==> config.mk <==
export PLATFORM = sky130hd
export DESIGN_NAME = sram_lane_ctrl
export DESIGN_NICKNAME = d
export VERILOG_FILES = /design/src/rtl/sram_lane_pkg.sv /design/src/rtl/sram_lane_fsm.sv /design/src/rtl/sram_lane_dp.sv /design/src/rtl/sram_lane_ctrl.sv
export SDC_FILE = /design/constraint.sdc
export NUM_CORES = 1
export LEC_CHECK = 0
export ABC_AREA = 1
export ABC_CLOCK_PERIOD_IN_PS = 2000
export BUFFER_PORTS_ARGS = -buffer_cell sky130_fd_sc_hd__clkbuf_2
export CORE_ASPECT_RATIO = 0.6
export CORE_MARGIN = 4
export CORE_UTILIZATION = 50
export CTS_CLUSTER_SIZE = 20
export DETAILED_ROUTE_END_ITERATION = 10
export PLACE_DENSITY = 0.94
export SKIP_LAST_GASP = 1
export SLEW_MARGIN = 10
export SYNTH_ARGS = -nofsm -noshare
export SYNTH_HDL_FRONTEND = slang
export SYNTH_SLANG_ARGS = --single-unit
==> constraint.sdc <==
create_clock -name clk -period 2 [get_ports clk]
set_input_delay 0.5 -clock clk [delete_from_list [all_inputs] [get_ports clk]]
set_output_delay 0.5 -clock clk [all_outputs]
set_load 0.01 [all_outputs]
==> src/rtl/sram_lane_pkg.sv <==
package sram_lane_pkg;

  typedef enum logic [2:0] {
    ST_IDLE,
    ST_READ,
    ST_TURN,
    ST_WSETUP,
    ST_WPULSE,
    ST_WHOLD
  } ctrlState_t;

  // Strobes from control to datapath
  typedef struct packed {
    logic loadReq;     // latch request fields
    logic select;      // chip selected
    logic readEn;      // output enable active
    logic writePulse;  // write strobe active
    logic driveBus;    // controller drives data bus
    logic capture;     // sample read data
    logic finish;      // completion this edge
  } ctrlStrobe_t;

  function automatic int ceilDiv(input int num, input int den);
    return (num + den - 1) / den;
  endfunction

endpackage

==> src/rtl/sram_lane_fsm.sv <==
module sram_lane_fsm
  import sram_lane_pkg::*;
#(
  parameter int WAIT_CYC = 3,
  parameter int CNT_W    = 2
) (
  input  logic        clk,
  input  logic        rstN,
  input  logic        reqValid,
  input  logic        reqWrite,
  input  logic        reqAnyLane,
  output logic        reqReady,
  output ctrlStrobe_t strobe
);

  localparam logic [CNT_W-1:0] CNT_LOAD = CNT_W'(WAIT_CYC - 1);

  ctrlState_t       state, nextState;
  logic [CNT_W-1:0] waitCnt;
  logic             cntLoad;
  logic             prevRead;

  assign reqReady = (state == ST_IDLE);

  always_comb begin
    nextState = state;
    strobe    = '0;
    cntLoad   = 1'b0;
    case (state)
      ST_IDLE: begin
        if (reqValid) begin
          strobe.loadReq = 1'b1;
          if (!reqAnyLane) begin
            strobe.finish = 1'b1;
          end else if (reqWrite) begin
            nextState = prevRead ? ST_TURN : ST_WSETUP;
          end else begin
            nextState = ST_READ;
            cntLoad   = 1'b1;
          end
        end
      end
      ST_READ: begin
        strobe.select = 1'b1;
        strobe.readEn = 1'b1;
        if (waitCnt == '0) begin
          strobe.capture = 1'b1;
          strobe.finish  = 1'b1;
          nextState      = ST_IDLE;
        end
      end
      ST_TURN: begin
        nextState = ST_WSETUP;
      end
      ST_WSETUP: begin
        strobe.select   = 1'b1;
        strobe.driveBus = 1'b1;
        cntLoad         = 1'b1;
        nextState       = ST_WPULSE;
      end
      ST_WPULSE: begin
        strobe.select     = 1'b1;
        strobe.driveBus   = 1'b1;
        strobe.writePulse = 1'b1;
        if (waitCnt == '0) nextState = ST_WHOLD;
      end
      ST_WHOLD: begin
        strobe.select   = 1'b1;
        strobe.driveBus = 1'b1;
        strobe.finish   = 1'b1;
        nextState       = ST_IDLE;
      end
      default: nextState = ST_IDLE;
    endcase
  end

  always_ff @(posedge clk or negedge rstN) begin
    if (!rstN) begin
      state   <= ST_IDLE;
      waitCnt <= '0;
    end else begin
      state <= nextState;
      if (cntLoad)              waitCnt <= CNT_LOAD;
      else if (waitCnt != '0)   waitCnt <= waitCnt - 1'b1;
    end
  end

  // Remembers a read that ended with no idle gap since
  always_ff @(posedge clk or negedge rstN) begin
    if (!rstN) begin
      prevRead <= 1'b0;
    end else if (strobe.capture) begin
      prevRead <= 1'b1;
    end else if ((state == ST_IDLE && !reqValid) || state == ST_TURN) begin
      prevRead <= 1'b0;
    end
  end

endmodule

==> src/rtl/sram_lane_dp.sv <==
module sram_lane_dp
  import sram_lane_pkg::*;
#(
  parameter int ADDR_W = 20,
  parameter int DATA_W = 16,
  parameter int LANES  = 2
) (
  input  logic              clk,
  input  logic              rstN,
  input  ctrlStrobe_t       strobe,
  input  logic [ADDR_W-1:0] reqAddr,
  input  logic [DATA_W-1:0] reqWdata,
  input  logic [LANES-1:0]  reqMask,
  output logic [DATA_W-1:0] rspData,
  output logic              rspDone,
  output logic [ADDR_W-1:0] memAddr,
  output logic              memCe1N,
  output logic              memCe2,
  output logic              memWeN,
  output logic              memOeN,
  output logic [LANES-1:0]  memByteEnN,
  output logic [DATA_W-1:0] memDqOut,
  output logic              memDqOe,
  input  logic [DATA_W-1:0] memDqIn
);

  localparam int LANE_W = DATA_W / LANES;

  logic [ADDR_W-1:0] addrQ;
  logic [DATA_W-1:0] wdataQ;
  logic [LANES-1:0]  maskQ;
  logic              zeroClear;

  assign zeroClear = strobe.loadReq & strobe.finish;

  always_ff @(posedge clk or negedge rstN) begin
    if (!rstN) begin
      addrQ   <= '0;
      wdataQ  <= '0;
      maskQ   <= '0;
      rspDone <= 1'b0;
    end else begin
      rspDone <= strobe.finish;
      if (strobe.loadReq) begin
        addrQ  <= reqAddr;
        wdataQ <= reqWdata;
        maskQ  <= reqMask;
      end
    end
  end

  for (genvar g = 0; g < LANES; g++) begin : gLane
    assign memByteEnN[g] = ~(strobe.select & maskQ[g]);

    always_ff @(posedge clk or negedge rstN) begin
      if (!rstN) begin
        rspData[g*LANE_W +: LANE_W] <= '0;
      end else if (zeroClear) begin
        rspData[g*LANE_W +: LANE_W] <= '0;
      end else if (strobe.capture) begin
        rspData[g*LANE_W +: LANE_W] <= maskQ[g] ? memDqIn[g*LANE_W +: LANE_W] : '0;
      end
    end
  end

  assign memAddr  = addrQ;
  assign memDqOut = wdataQ;
  assign memDqOe  = strobe.driveBus;
  assign memCe1N  = ~strobe.select;
  assign memCe2   = strobe.select;
  assign memWeN   = ~strobe.writePulse;
  assign memOeN   = ~strobe.readEn;

endmodule

==> src/rtl/sram_lane_ctrl.sv <==
module sram_lane_ctrl
  import sram_lane_pkg::*;
#(
  parameter int ADDR_W        = 20,
  parameter int DATA_W        = 16,
  parameter int CLK_PERIOD_PS = 4000,
  parameter int ACCESS_PS     = 10000
) (
  input  logic                 clk,
  input  logic                 rstN,
  input  logic                 reqValid,
  output logic                 reqReady,
  input  logic                 reqWrite,
  input  logic [ADDR_W-1:0]    reqAddr,
  input  logic [DATA_W-1:0]    reqWdata,
  input  logic [DATA_W/8-1:0]  reqMask,
  output logic [DATA_W-1:0]    rspData,
  output logic                 rspDone,
  output logic [ADDR_W-1:0]    memAddr,
  output logic                 memCe1N,
  output logic                 memCe2,
  output logic                 memWeN,
  output logic                 memOeN,
  output logic [DATA_W/8-1:0]  memByteEnN,
  output logic [DATA_W-1:0]    memDqOut,
  output logic                 memDqOe,
  input  logic [DATA_W-1:0]    memDqIn
);

  localparam int LANES    = DATA_W / 8;
  localparam int WAIT_RAW = ceilDiv(ACCESS_PS, CLK_PERIOD_PS);
  localparam int WAIT_CYC = (WAIT_RAW < 1) ? 1 : WAIT_RAW;
  localparam int CNT_W    = (WAIT_CYC < 2) ? 1 : $clog2(WAIT_CYC);

  ctrlStrobe_t strobe;

  sram_lane_fsm #(
    .WAIT_CYC (WAIT_CYC),
    .CNT_W    (CNT_W)
  ) i_fsm (
    .clk        (clk),
    .rstN       (rstN),
    .reqValid   (reqValid),
    .reqWrite   (reqWrite),
    .reqAnyLane (|reqMask),
    .reqReady   (reqReady),
    .strobe     (strobe)
  );

  sram_lane_dp #(
    .ADDR_W (ADDR_W),
    .DATA_W (DATA_W),
    .LANES  (LANES)
  ) i_dp (
    .clk        (clk),
    .rstN       (rstN),
    .strobe     (strobe),
    .reqAddr    (reqAddr),
    .reqWdata   (reqWdata),
    .reqMask    (reqMask),
    .rspData    (rspData),
    .rspDone    (rspDone),
    .memAddr    (memAddr),
    .memCe1N    (memCe1N),
    .memCe2     (memCe2),
    .memWeN     (memWeN),
    .memOeN     (memOeN),
    .memByteEnN (memByteEnN),
    .memDqOut   (memDqOut),
    .memDqOe    (memDqOe),
    .memDqIn    (memDqIn)
  );

endmodule

* Yosys cells after proc, flatten, opt, wreduce, memory -nomap -nowiden
Cells that the tools add are included.
** Word-level totals
- Bits in registers :: 61
- Input port bits :: 58
- Output and inout bits :: 61
- Logic and storage cells :: 72
** Operators by class
- Add/subtract/negate cells :: 1
- Equal/unequal tests :: 9
- Muxes and demuxes :: 32
- Bitwise operators :: 8
- Reductions and logical operators :: 13
** Operators with widths (count)
- 2-to-1 mux 8 bit :: 6
- 2-to-1 mux 1 bit :: 15
- 2-to-1 mux 3 bit :: 5
- case mux 3 bit (5 select lines) :: 1
- nonzero test 2 bit :: 4
- == test 3 x 2 -> 1 bit (second input constant) :: 2
- == test 3 bit (second input constant) :: 2
- 2-to-1 mux 2 bit :: 3
- inequality test 2 x 1 -> 1 bit (second input constant) :: 3
- NOT 1 bit :: 5
- AND reduction 4 bit :: 1
- OR reduction 4 bit :: 1
- AND 1 bit :: 3
- == test 3 x 1 -> 1 bit (second input constant) :: 1
- zero test 3 bit :: 1
- case mux 1 bit (3 select lines) :: 1
- OR reduction 3 bit :: 1
- zero test 2 bit :: 1
- inequality test 2 bit (second input constant) :: 1
- case mux 1 bit (2 select lines) :: 1
- OR reduction 2 bit :: 1
- subtractor 2 x 1 -> 2 bit (second input constant) :: 1
- logical AND 1 bit :: 1
- zero test 1 bit :: 1
- logical OR 1 bit :: 1

* Longest topological paths before layout
Gate-level depths: netlist of the first run.
- Word-level depth :: 6
- Gate-level depth with buffers :: 8
- Depth with buffers taken out :: 7

* Cells and area by module
From an unflattened synthesis of the first run, not the netlist that was laid out.
** Unflattened totals
- Cells, all modules :: 301
- Area total of the unflattened synthesis :: 2622.5 um^2
** Modules (own cells, without submodules)
- sram_lane_dp :: times used 1, cells each 241, area each 2195.9 um^2, sequential area each 1376.3 um^2
- sram_lane_fsm :: times used 1, cells each 57, area each 415.4 um^2, sequential area each 150.1 um^2
- sram_lane_ctrl :: times used 1, cells each 3, area each 11.3 um^2, sequential area each 0.0 um^2

* Worst setup path before layout of the first run
Ideal clock, no wire load.
- Path type :: reg-to-output
- Start point :: register i_fsm.state[0]
- End point :: output port memDqOe
- Arrival time :: 1.184 ns
- Required time :: 1.500 ns
- Path slack :: 0.316 ns
- Stages on the path, launching flop included :: 6
- Path buffers :: 1
- Cells stage by stage :: dfrtp_1 -> buf_2 -> nor2_1 -> a21oi_1 -> inv_1 -> nor2_1
** On the way
- Longest elaborated chain between the ends :: 3
- Elaborated cells between the ends (all ways) :: 5
- Those cells by class :: eq/ne (3); mux (1); reduce/logical (1)
** Ends and longest elaborated chain
- from (decl) :: RTL line sram_lane_fsm.sv:18 : ctrlState_t state, nextState;
- from (signal assigned) :: RTL line sram_lane_fsm.sv:82 : state <= nextState;
- == test 3 x 2 -> 1 bit / == test 3 bit (equally long branches) :: RTL line sram_lane_fsm.sv:29 : case (state)
- OR reduction 3 bit (no source line) *
- 2-to-1 mux 1 bit * :: RTL line sram_lane_fsm.sv:29
- to (decl) :: RTL line sram_lane_ctrl.sv:26 : output logic memDqOe,
Every way passes the cells marked *; elsewhere a longest branch is shown, timed or not.

* Worst setup path after layout of the first run
- Start point :: register i_fsm.state[1]
- End point :: output port reqReady
** On the way
- Longest elaborated chain between the ends :: 1
** Ends and longest elaborated chain
- zero test 3 bit :: RTL line sram_lane_fsm.sv:23 : assign reqReady = (state == ST_IDLE);
- to (decl) :: RTL line sram_lane_ctrl.sv:12 : output logic reqReady,
Every way passes these cells.

==> flow_summary.json, run 1 <==
{
  "path_buf_inv": 2,
  "gr-usage-all-layers_pct": 22.4,
  "wirelength_um": 6740,
  "syn_nets": 400,
  "fin_crit_sh_pct": 94.9,
  "cts_max_level": 3,
  "critPathCaptureType": "output port",
  "arrival_ns": 1.40,
  "clkTransAtPathRegs_ns": 0.07,
  "slowest_delay_ns": 0.49,
  "grt-ovfl-total": 0,
  "fp.dieW_um": 102,
  "die_y_um": 64.6,
  "hold_slack_ns": 0.167,
  "placed_area_mm2": 0.00330,
  "cts_num_sinks": 61,
  "placed_cells": 514,
  "finalSetupTns_ns": 0,
  "gp_congestion": 0.862,
  "rsz0062_at_grt": "true",
  "pre_cts_ws_ns": 0.263,
  "worstPathRequired_ns": 1.50,
  "synth_cells": 341,
  "grt_pass1_vias": 2549,
  "path_cells": "nor2_4 > nand2_1 > inv_1 > clkbuf_2",
  "crit_start": "i_fsm.state[1]$_DFFE_PN0P_",
  "layout.cells.non_filler": 532,
  "cts_root_buffer": "clkbuf_8",
  "fin_ws_ns": 0.102,
  "fill_cells": 409,
  "timing.fmax_mhz": 527,
  "clock-skew-final_ns": 0.00835,
  "cp_max_fo": 7,
  "insertion_delay_ns": 0.33,
  "cp_slowest_cell": "dfrtp_1",
  "drt_pre_antenna_iters": 4,
  "cts_tree": "yes",
  "min_path_type": "in2async",
  "antenna_left": 0,
  "area_growth_pct": 31.9,
  "fin_crit_ns": 1.90,
  "antenna_found_initial": 0,
  "grt_max_degree": 62,
  "wl_per_cell_um": 12.7,
  "netlist-cell-type-count": 19,
  "synth_seq_cells": 61,
  "initial_core_util_pct": 52.3,
  "dieArea_mm2": 0.00661,
  "grt_first_pass_wirelength_um": 11400,
  "clockBufferDepth": 2,
  "coreArea_mm2": 0.00510,
  "drt_iter0_markers": 91,
  "synthesis.area_mm2": 0.00267,
  "maxCapViolations": 0,
  "status": "finished clean",
  "timing.rr.start": "i_fsm.state[1]$_DFFE_PN0P_",
  "hold_viol": 0,
  "antennaDiodeCount": 0,
  "top_level_ports": 119,
  "fin_nets": 520,
  "critPathKind": "reg2out",
  "cts_buffers": 9,
  "power_density_mw_per_mm2": 1580,
  "worst_pin_slew_ns": 0.561,
  "utilization_pct": 69.0,
  "postCtsHoldBufs": 0,
  "ys_seq_area_share_pct": 57.1,
  "drcViolationCount": 0,
  "p_total_mw": 5.56,
  "rows": 20,
  "io_buffer_count": 118,
  "dp_hpwl_um": 4900,
  "design_area_mm2": 0.00352,
  "avgViaCountPerCell": 4.68,
  "slew_viol_final": 0,
  "maxSlewHeadroom_pct": 62.6,
  "final_layout_size_suffix_gt1_share_pct": 31.8,
  "p_leak_nw": 2.18,
  "peakVddDrop_uv": 766,
  "vias": 2488,
  "crit_path_start_kind": "flip-flop",
  "avgSynthCellArea_um2": 7.83,
  "finalSetupViolations": 0,
  "yosysWarnings": 0,
  "critPathTopFamily": "flip-flops"
}
repair_timing:
| item | in CTS | in global routing |
|---|---|---|
| resized for setup | 2 | 1 |
| endpoints found under the setup margin | 1 | 2 |
| pin swaps | 0 | 1 |
| setup buffers | 0 | 2 |
final cells by class:
cell class | count | area [um2] | share of cell area (%)
Multi-Input combinational cell | 235 | 950 | 27.0
Inverter | 30 | 113 | 3.20
Clock buffer | 10 | 138 | 3.91
Tap cell | 66 | 82.6 | 2.34
Clock inverter | 6 | 62.6 | 1.78
Sequential cell | 61 | 1530 | 43.4
Timing Repair Buffer | 124 | 648 | 18.4
routing by layer:
layer / routed length (um) / part of all wire, % / GRT usage [%]
met1: 2910 / 43 / 27.3
met2: 3130 / 46 / 36.9
met3: 593 / 8.8 / 6.67
met4: 110 / 1.6 / 9.98
met5: 0 / 0 / 0
report_power, final:
part / total [mW] / leakage, nW / switching, mW / internal (mW)
sequential: 2.18 / 0.775 / 0.407 / 1.77
combinational: 2.31 / 1.31 / 1.43 / 0.884
clock: 1.07 / 0.0943 / 0.468 / 0.604
total: 5.56 / 2.18 / 2.30 / 3.26
state kept, by name (all words and copies together) (netlist names):
register and cells:
i_dp.maskQ 2, i_dp.memAddr 20, i_dp.memDqOut 16, i_dp.rspData 16, i_dp.rspDone 1, i_fsm.prevRead 1, i_fsm.state 3, i_fsm.waitCnt 2
placed cells by master (no fill, tap or decap), drive strengths merged:
cell,count
a21oi,2
buf,6
bufinv,1
clkbuf,128
clkinv,2
clkinvlp,3
dfrtp,61
ha,1
inv,30
nand2,162
nand3,6
nor2,55
o211ai,4
o21ai,4
xor2,1
cells in the mapped netlist (all sizes together):
master	count	share of area (%)
a21oi	2	0.37
buf	12	2.8
clkbuf	3	0.42
dfrtp	61	57
ha	1	0.47
inv	30	4.2
nand2	162	23
nand3	6	1.5
nor2	55	8.1
o211ai	4	1.1
o21ai	4	0.75
xor2	1	0.33
path summary, 6_finish.rpt:
check                      cells after the start  slack [ns]                            end
max in group asynchronous                      2        1.56     i_fsm.state[0]$_DFFE_PN0P_
min in group clk                               3        0.36  i_dp.memDqOut[11]$_DFFE_PN0P_
max reg2reg                                    5        0.23   i_dp.rspData[15]$_DFFE_PN0P_
min                                            2        0.17     i_fsm.state[2]$_DFFE_PN0P_
min reg2reg                                    2        0.48   i_dp.memDqOut[0]$_DFFE_PN0P_
max                                            4        0.10                       reqReady
cell families (layout without fill, tap and decap cells):
| kind of cell | Yosys count | after routing | synth area share, % |
|---|---|---|---|
| flops | 61 | 61 | 57.1 |
| buf+inv | 45 | 170 | 7.45 |
| xor+xnor | 1 | 1 | 0.328 |
| compound gates | 10 | 10 | 2.25 |
| fa+ha+maj | 1 | 1 | 0.468 |
| simple gates | 223 | 223 | 32.4 |
Note: power is estimated with default switching activity, not from simulation.
==> run 2, diff against run 1 <==
--- a/config.mk
+++ b/config.mk
@@ -11,6 +11,7 @@
 export CORE_ASPECT_RATIO = 0.6
 export CORE_MARGIN = 4
 export CORE_UTILIZATION = 50
+export CTS_CLUSTER_DIAMETER = 80
 export CTS_CLUSTER_SIZE = 20
 export DETAILED_ROUTE_END_ITERATION = 10
 export PLACE_DENSITY = 0.94
==> constraint.sdc (replaced) <==
create_clock -name clk -period 2 [get_ports clk]
set_input_delay 0.4 -clock clk [delete_from_list [all_inputs] [get_ports clk]]
set_output_delay 0.4 -clock clk [all_outputs]
set_load 0.01 [all_outputs]
==> run 2 against run 1 <==
Effect of this change: cell area is 0.85% lower; sequential share of layout area is 0.37 points higher; largest cell class unchanged; global-route usage is 0.75 points lower; utilization is 0.59 points lower.
==> flow_summary.json, run 2 (synthesis results as in run 1) <==
{
  "arrival_ns": 1.38,
  "antenna_left": 0,
  "vias": 2459,
  "clkPwrFrac_pct": 18.2,
  "coreArea_mm2": 0.00510,
  "finalSetupViolations": 0,
  "initial_core_util_pct": 52.3,
  "dieArea_mm2": 0.00661,
  "clkTransAtPathRegs_ns": 0.07,
  "fin_crit_ns": 1.78,
  "wl_per_cell_um": 12.2,
  "final_cell_mix": "nand2_1 (162), clkbuf_2 (118), dfrtp_1 (59), nor2_1 (53), inv_1 (29)",
  "post_cts_resized": 0,
  "hold_viol": 0,
  "slowest_delay_ns": 0.48,
  "peakVddDrop_uv": 915,
  "insertion_delay_ns": 0.34,
  "drcViolationCount": 0,
  "clock-skew-final_ns": 0.00716,
  "clockBufferDepth": 2,
  "min_path_type": "in2async",
  "cp_max_fo": 7,
  "fin_nets": 519,
  "maxSlewHeadroom_pct": 61.8,
  "postCtsHoldBufs": 0,
  "p_seq_share_pct": 40.3,
  "fin_crit_sh_pct": 88.9,
  "critPathKind": "reg2out",
  "cts_tree": "yes",
  "swShare_pct": 41.1,
  "wirelength_um": 6460,
  "rows": 20,
  "power.switching_mw": 2.22,
  "avgViaCountPerCell": 4.64,
  "final_layout_size_suffix_gt1_share_pct": 31.0,
  "path_depth": 4,
  "cts_buffers": 9,
  "worst_pin_slew_ns": 0.573,
  "fill_cells": 407,
  "dp_hpwl_um": 4680,
  "layout.cells.non_filler": 530,
  "largest_reg_flops": 20,
  "die_y_um": 64.6,
  "cp_slowest_cell": "dfrtp_1",
  "fp.dieW_um": 102,
  "drt_pre_antenna_iters": 4,
  "grt_pass1_vias": 2474,
  "antenna_found_initial": 0,
  "antennaDiodeCount": 0,
  "worstPathRequired_ns": 1.60,
  "p_int_mw": 3.19,
  "placed_cells": 515,
  "cts_num_sinks": 61,
  "grt-ovfl-total": 0,
  "layout_commonest_cell": "nand2_1",
  "drt_iter0_markers": 115,
  "io_buffer_count": 118,
  "maxCapViolations": 0,
  "post-cts-setup-buffers": 0,
  "gr-usage-all-layers_pct": 21.6,
  "finalSetupTns_ns": 0,
  "critPathCaptureType": "output port",
  "grt_first_pass_wirelength_um": 11000,
  "timing.fmax_mhz": 563,
  "area_growth_pct": 30.7,
  "crit_path_start_kind": "flip-flop",
  "p_leak_nw": 2.17,
  "rsz0062_at_grt": "false",
  "p_total_mw": 5.41,
  "grt_max_degree": 62,
  "gp_congestion": 0.845,
  "cts_max_level": 3,
  "r2r_cells": 6,
  "power_density_mw_per_mm2": 1550,
  "slew_viol_final": 0,
  "cts_root_buffer": "clkbuf_8",
  "top_level_ports": 119,
  "status": "finished clean",
  "critPathTopFamily": "flip-flops",
  "path_buf_inv": 2,
  "path_cells": "nor2_4 > nand2_1 > inv_1 > clkbuf_2",
  "pwr-share-comb_pct": 41.5
}
## run 2: changes by cell type in the layout (fill, tap and decap cells not counted)
cell / change
clkbuf_8: +2
bufinv_16: -1
buf_4: -1
clkinv_2: -1
clkbuf_1: +2
clkinvlp_4: -3
## run 2: power by group through the flow
stage | clock network [mW] | registers [mW] | logic, mW
2_1_floorplan | 0 | 2.27 | 1.27
3_3_place_gp | 0 | 2.17 | 2.18
3_5_place_dp | 0 | 2.16 | 2.29
4_1_cts | 1.02 | 2.17 | 2.28
5_1_grt | 1.08 | 2.25 | 2.57
6_report | 0.982 | 2.18 | 2.25
## run 2: cell type report
type                            instances  area [um2]  share of cell area, %
Sequential cell                        61        1530                   43.8
Multi-Input combinational cell        235         950                   27.2
Timing Repair Buffer                  123         641                   18.3
Clock buffer                           14         173                   4.94
Inverter                               30         113                   3.22
Tap cell                               66        82.6                   2.36
Clock inverter                          1        5.00                  0.143
## run 2: metal layers
layer  GRT usage (%)  share of wire [%]  wire (um)  vias to the layer above
li1                -                  -          -                     1244
met1            26.2                 44       2860                     1098
met2            34.1                 44       2860                      111
met3            10.3                 11        692                        6
met4            7.04               0.73         47                        0
met5               0                  0          0                        -
## run 2: worst reg2reg max path, cell delays in order (launching register included)
cell and delay, ns:
dfrtp_1 0.48, nor2_4 0.24, nand3_2 0.49, nand2_1 0.21
inv_1 0.06, nor2_1 0.10, nor2_1 0.05
## run 2: path summary, 6_finish.rpt
path / slack (ns) / end / from
max: 0.22 / reqReady / i_fsm.state[1]$_DFFE_PN0P_
min: 0.05 / i_fsm.state[2]$_DFFE_PN0P_ / rstN
max reg2reg: 0.25 / i_dp.rspData[4]$_DFFE_PN0P_ / i_fsm.state[1]$_DFFE_PN0P_
min reg2reg: 0.48 / i_dp.memDqOut[7]$_DFFE_PN0P_ / i_dp.memDqOut[7]$_DFFE_PN0P_
max in group asynchronous: 1.64 / i_fsm.state[0]$_DFFE_PN0P_ / rstN
min in group clk: 0.25 / i_dp.memDqOut[5]$_DFFE_PN0P_ / reqWdata[5]
## run 2: per-stage QoR
stage,utilization (%),area [um2],worst slack [ns],hold WS (ns)
final,68.4,3490,0.223,0.0509
after global routing,68.4,3490,0.0125,0.0856
after CTS,68.3,3490,0.0327,0.0666
after detailed placement,64.8,3310,0.293,0.435
after global placement,64.8,3310,0.350,0.433
after floorplan,-,2670,0.416,0.104
==> run 3, diff against run 2 <==
==> constraint.sdc (replaced) <==
create_clock -name clk -period 2 [get_ports clk]
set_input_delay 0.3 -clock clk [delete_from_list [all_inputs] [get_ports clk]]
set_output_delay 0.3 -clock clk [all_outputs]
set_load 0.01 [all_outputs]
==> run 3 against run 2 <==
Effect of this change: via count unchanged; flip-flop and latch count unchanged; first-iteration DRC count down 15%; critical path depth up 1; register-to-register slack better by 0.12 ns; combinational power about the same; sequential power about the same; final cell count up 0.19%; largest power group unchanged; highest routed layer unchanged.
==> flow_summary.json, run 3 (synthesis results as in run 1) <==
{
  "status": "finished clean",
  "antenna_found_initial": 0,
  "path_cells": "nor2_1 > a21oi_2 > inv_1 > nor2_1 > clkbuf_2",
  "gr-usage-all-layers_pct": 22.3,
  "use_met3_pct": 7.20,
  "critPathCaptureType": "output port",
  "placed_area_mm2": 0.00330,
  "fin_nets": 519,
  "insertion_delay_ns": 0.33,
  "clkTransAtPathRegs_ns": 0.07,
  "met1_usage_pct": 29.2,
  "min_path_type": "in2reg",
  "rsz0062_at_grt": "false",
  "wirelength_um": 6700,
  "wl_per_cell_um": 12.6,
  "hold_viol": 0,
  "clock-skew-final_ns": 0.00746,
  "antennaDiodeCount": 0,
  "rows": 20,
  "busiest_layer": "met2",
  "dp_hpwl_um": 5060,
  "arrival_ns": 1.45,
  "maxSlewHeadroom_pct": 59.4,
  "cts_tree": "yes",
  "worstPathRequired_ns": 1.70,
  "final_cell_mix": "nand2_1 (162), clkbuf_2 (118), dfrtp_1 (61), nor2_1 (53), inv_1 (29)",
  "finalSetupViolations": 0,
  "top_level_ports": 119,
  "critPathKind": "reg2out",
  "dieArea_mm2": 0.00661,
  "slowest_delay_ns": 0.50,
  "fin_crit_ns": 1.75,
  "timing.fmax_mhz": 571,
  "fin_crit_sh_pct": 87.5,
  "grt_first_pass_wirelength_um": 11200,
  "area_growth_pct": 30.6,
  "cts_root_buffer": "clkbuf_8",
  "initial_core_util_pct": 52.3,
  "drcViolationCount": 0,
  "critPathTopFamily": "flip-flops",
  "largest_reg_flops": 20,
  "p_total_mw": 5.40,
  "vias": 2459,
  "power_density_mw_per_mm2": 1550,
  "maxCapViolations": 0,
  "peakVddDrop_uv": 778,
  "io_buffer_count": 118,
  "worst_pin_slew_ns": 0.610,
  "p_leak_nw": 2.17,
  "drt_iter0_markers": 98,
  "grt_max_degree": 41,
  "avgViaCountPerCell": 4.63,
  "slew_viol_final": 0,
  "grt_pass1_vias": 2434,
  "utilization_pct": 68.4,
  "crit_path_start_kind": "flip-flop",
  "antenna_left": 0,
  "cts_num_sinks": 61,
  "finalSetupTns_ns": 0,
  "fp.dieW_um": 102,
  "drt_pre_antenna_iters": 4,
  "cp_slowest_cell": "dfrtp_1",
  "gp_congestion": 0.878,
  "post-cts-setup-buffers": 0,
  "layout_commonest_cell": "nand2_1",
  "cts_max_level": 3,
  "coreArea_mm2": 0.00510,
  "clockBufferDepth": 2,
  "cts_buffers": 9,
  "final_layout_size_suffix_gt1_share_pct": 31.0,
  "design_area_mm2": 0.00349,
  "die_y_um": 64.6,
  "path_buf_inv": 2,
  "use_met2_pct": 35.4,
  "cp_max_fo": 7,
  "grt-ovfl-total": 0,
  "path_common_cell": "nor2_1"
}
-- run 3: cell count changes in the layout (fill, tap and decap cells not counted), sizes merged --
cell / previous run / this run
buf: 5 / 4
clkinvlp: 0 / 2
clkinv: 1 / 4
dlygate4sd3: 0 / 1
clkbuf: 132 / 127
inv: 30 / 31
-- run 3: report_power, final --
part	internal (mW)	total, mW	switching (mW)
logic	0.861	2.26	1.40
clock network	0.452	0.955	0.503
registers	1.77	2.18	0.410
total	3.08	5.40	2.32
-- run 3: path summary, 6_finish.rpt --
check | startpoint | end | slack, ns | cells past startpoint
worst max-delay path | i_fsm.state[2]$_DFFE_PN0P_ | memDqOe | 0.25 | 5
worst min-delay path | reqWdata[11] | i_dp.memDqOut[11]$_DFFE_PN0P_ | 0.15 | 3
worst max register to register | i_fsm.state[1]$_DFFE_PN0P_ | i_dp.memDqOut[14]$_DFFE_PN0P_ | 0.37 | 5
worst min register to register | i_dp.memDqOut[4]$_DFFE_PN0P_ | i_dp.memDqOut[4]$_DFFE_PN0P_ | 0.49 | 2
max in group asynchronous | rstN | i_dp.memAddr[6]$_DFFE_PN0P_ | 0.89 | 3
min in group asynchronous | rstN | i_dp.memAddr[19]$_DFFE_PN0P_ | 0.51 | 2
-- run 3: worst min-delay path, cell delays in order --
cell      delay [ns]
clkbuf_2        0.08
nand2_1         0.04
nand2_1         0.04
-- run 3: layout make-up --
cell class              instances  area (um2)
fillers                       425        1620
flip-flops and latches         61        1530
multi-input cells             235         950
repair buffers                123         643
clock buffers                   9         124
inverters                      30         113
well taps                      66        82.6
clock inverters                 7        51.3
-- run 3: per-stage QoR --
stage | worst slack [ns] | hold slack (ns) | cells
floorplan | 0.516 | 0.00441 | 341
global placement | 0.498 | 0.326 | 514
detailed placement | 0.386 | 0.330 | 514
CTS | 0.126 | 0.138 | 531
global route | 0.0592 | 0.141 | 531
finish | 0.250 | 0.154 | 531
-- run 3: repair_timing --
| action | 4_1_cts | 5_1_grt |
|---|---|---|
| setup endpoints to repair | 0 | 1 |
| hold buffers | 1 | 0 |
| endpoints found under the hold margin | 22 | 0 |
| gates resized for setup | 0 | 1 |
-- run 3: metal layers --
layer / wire (um) / share of wire (%)
met3: 546 / 8.1
met1: 3070 / 46
met4: 77 / 1.1
met5: 0 / 0
met2: 3010 / 45
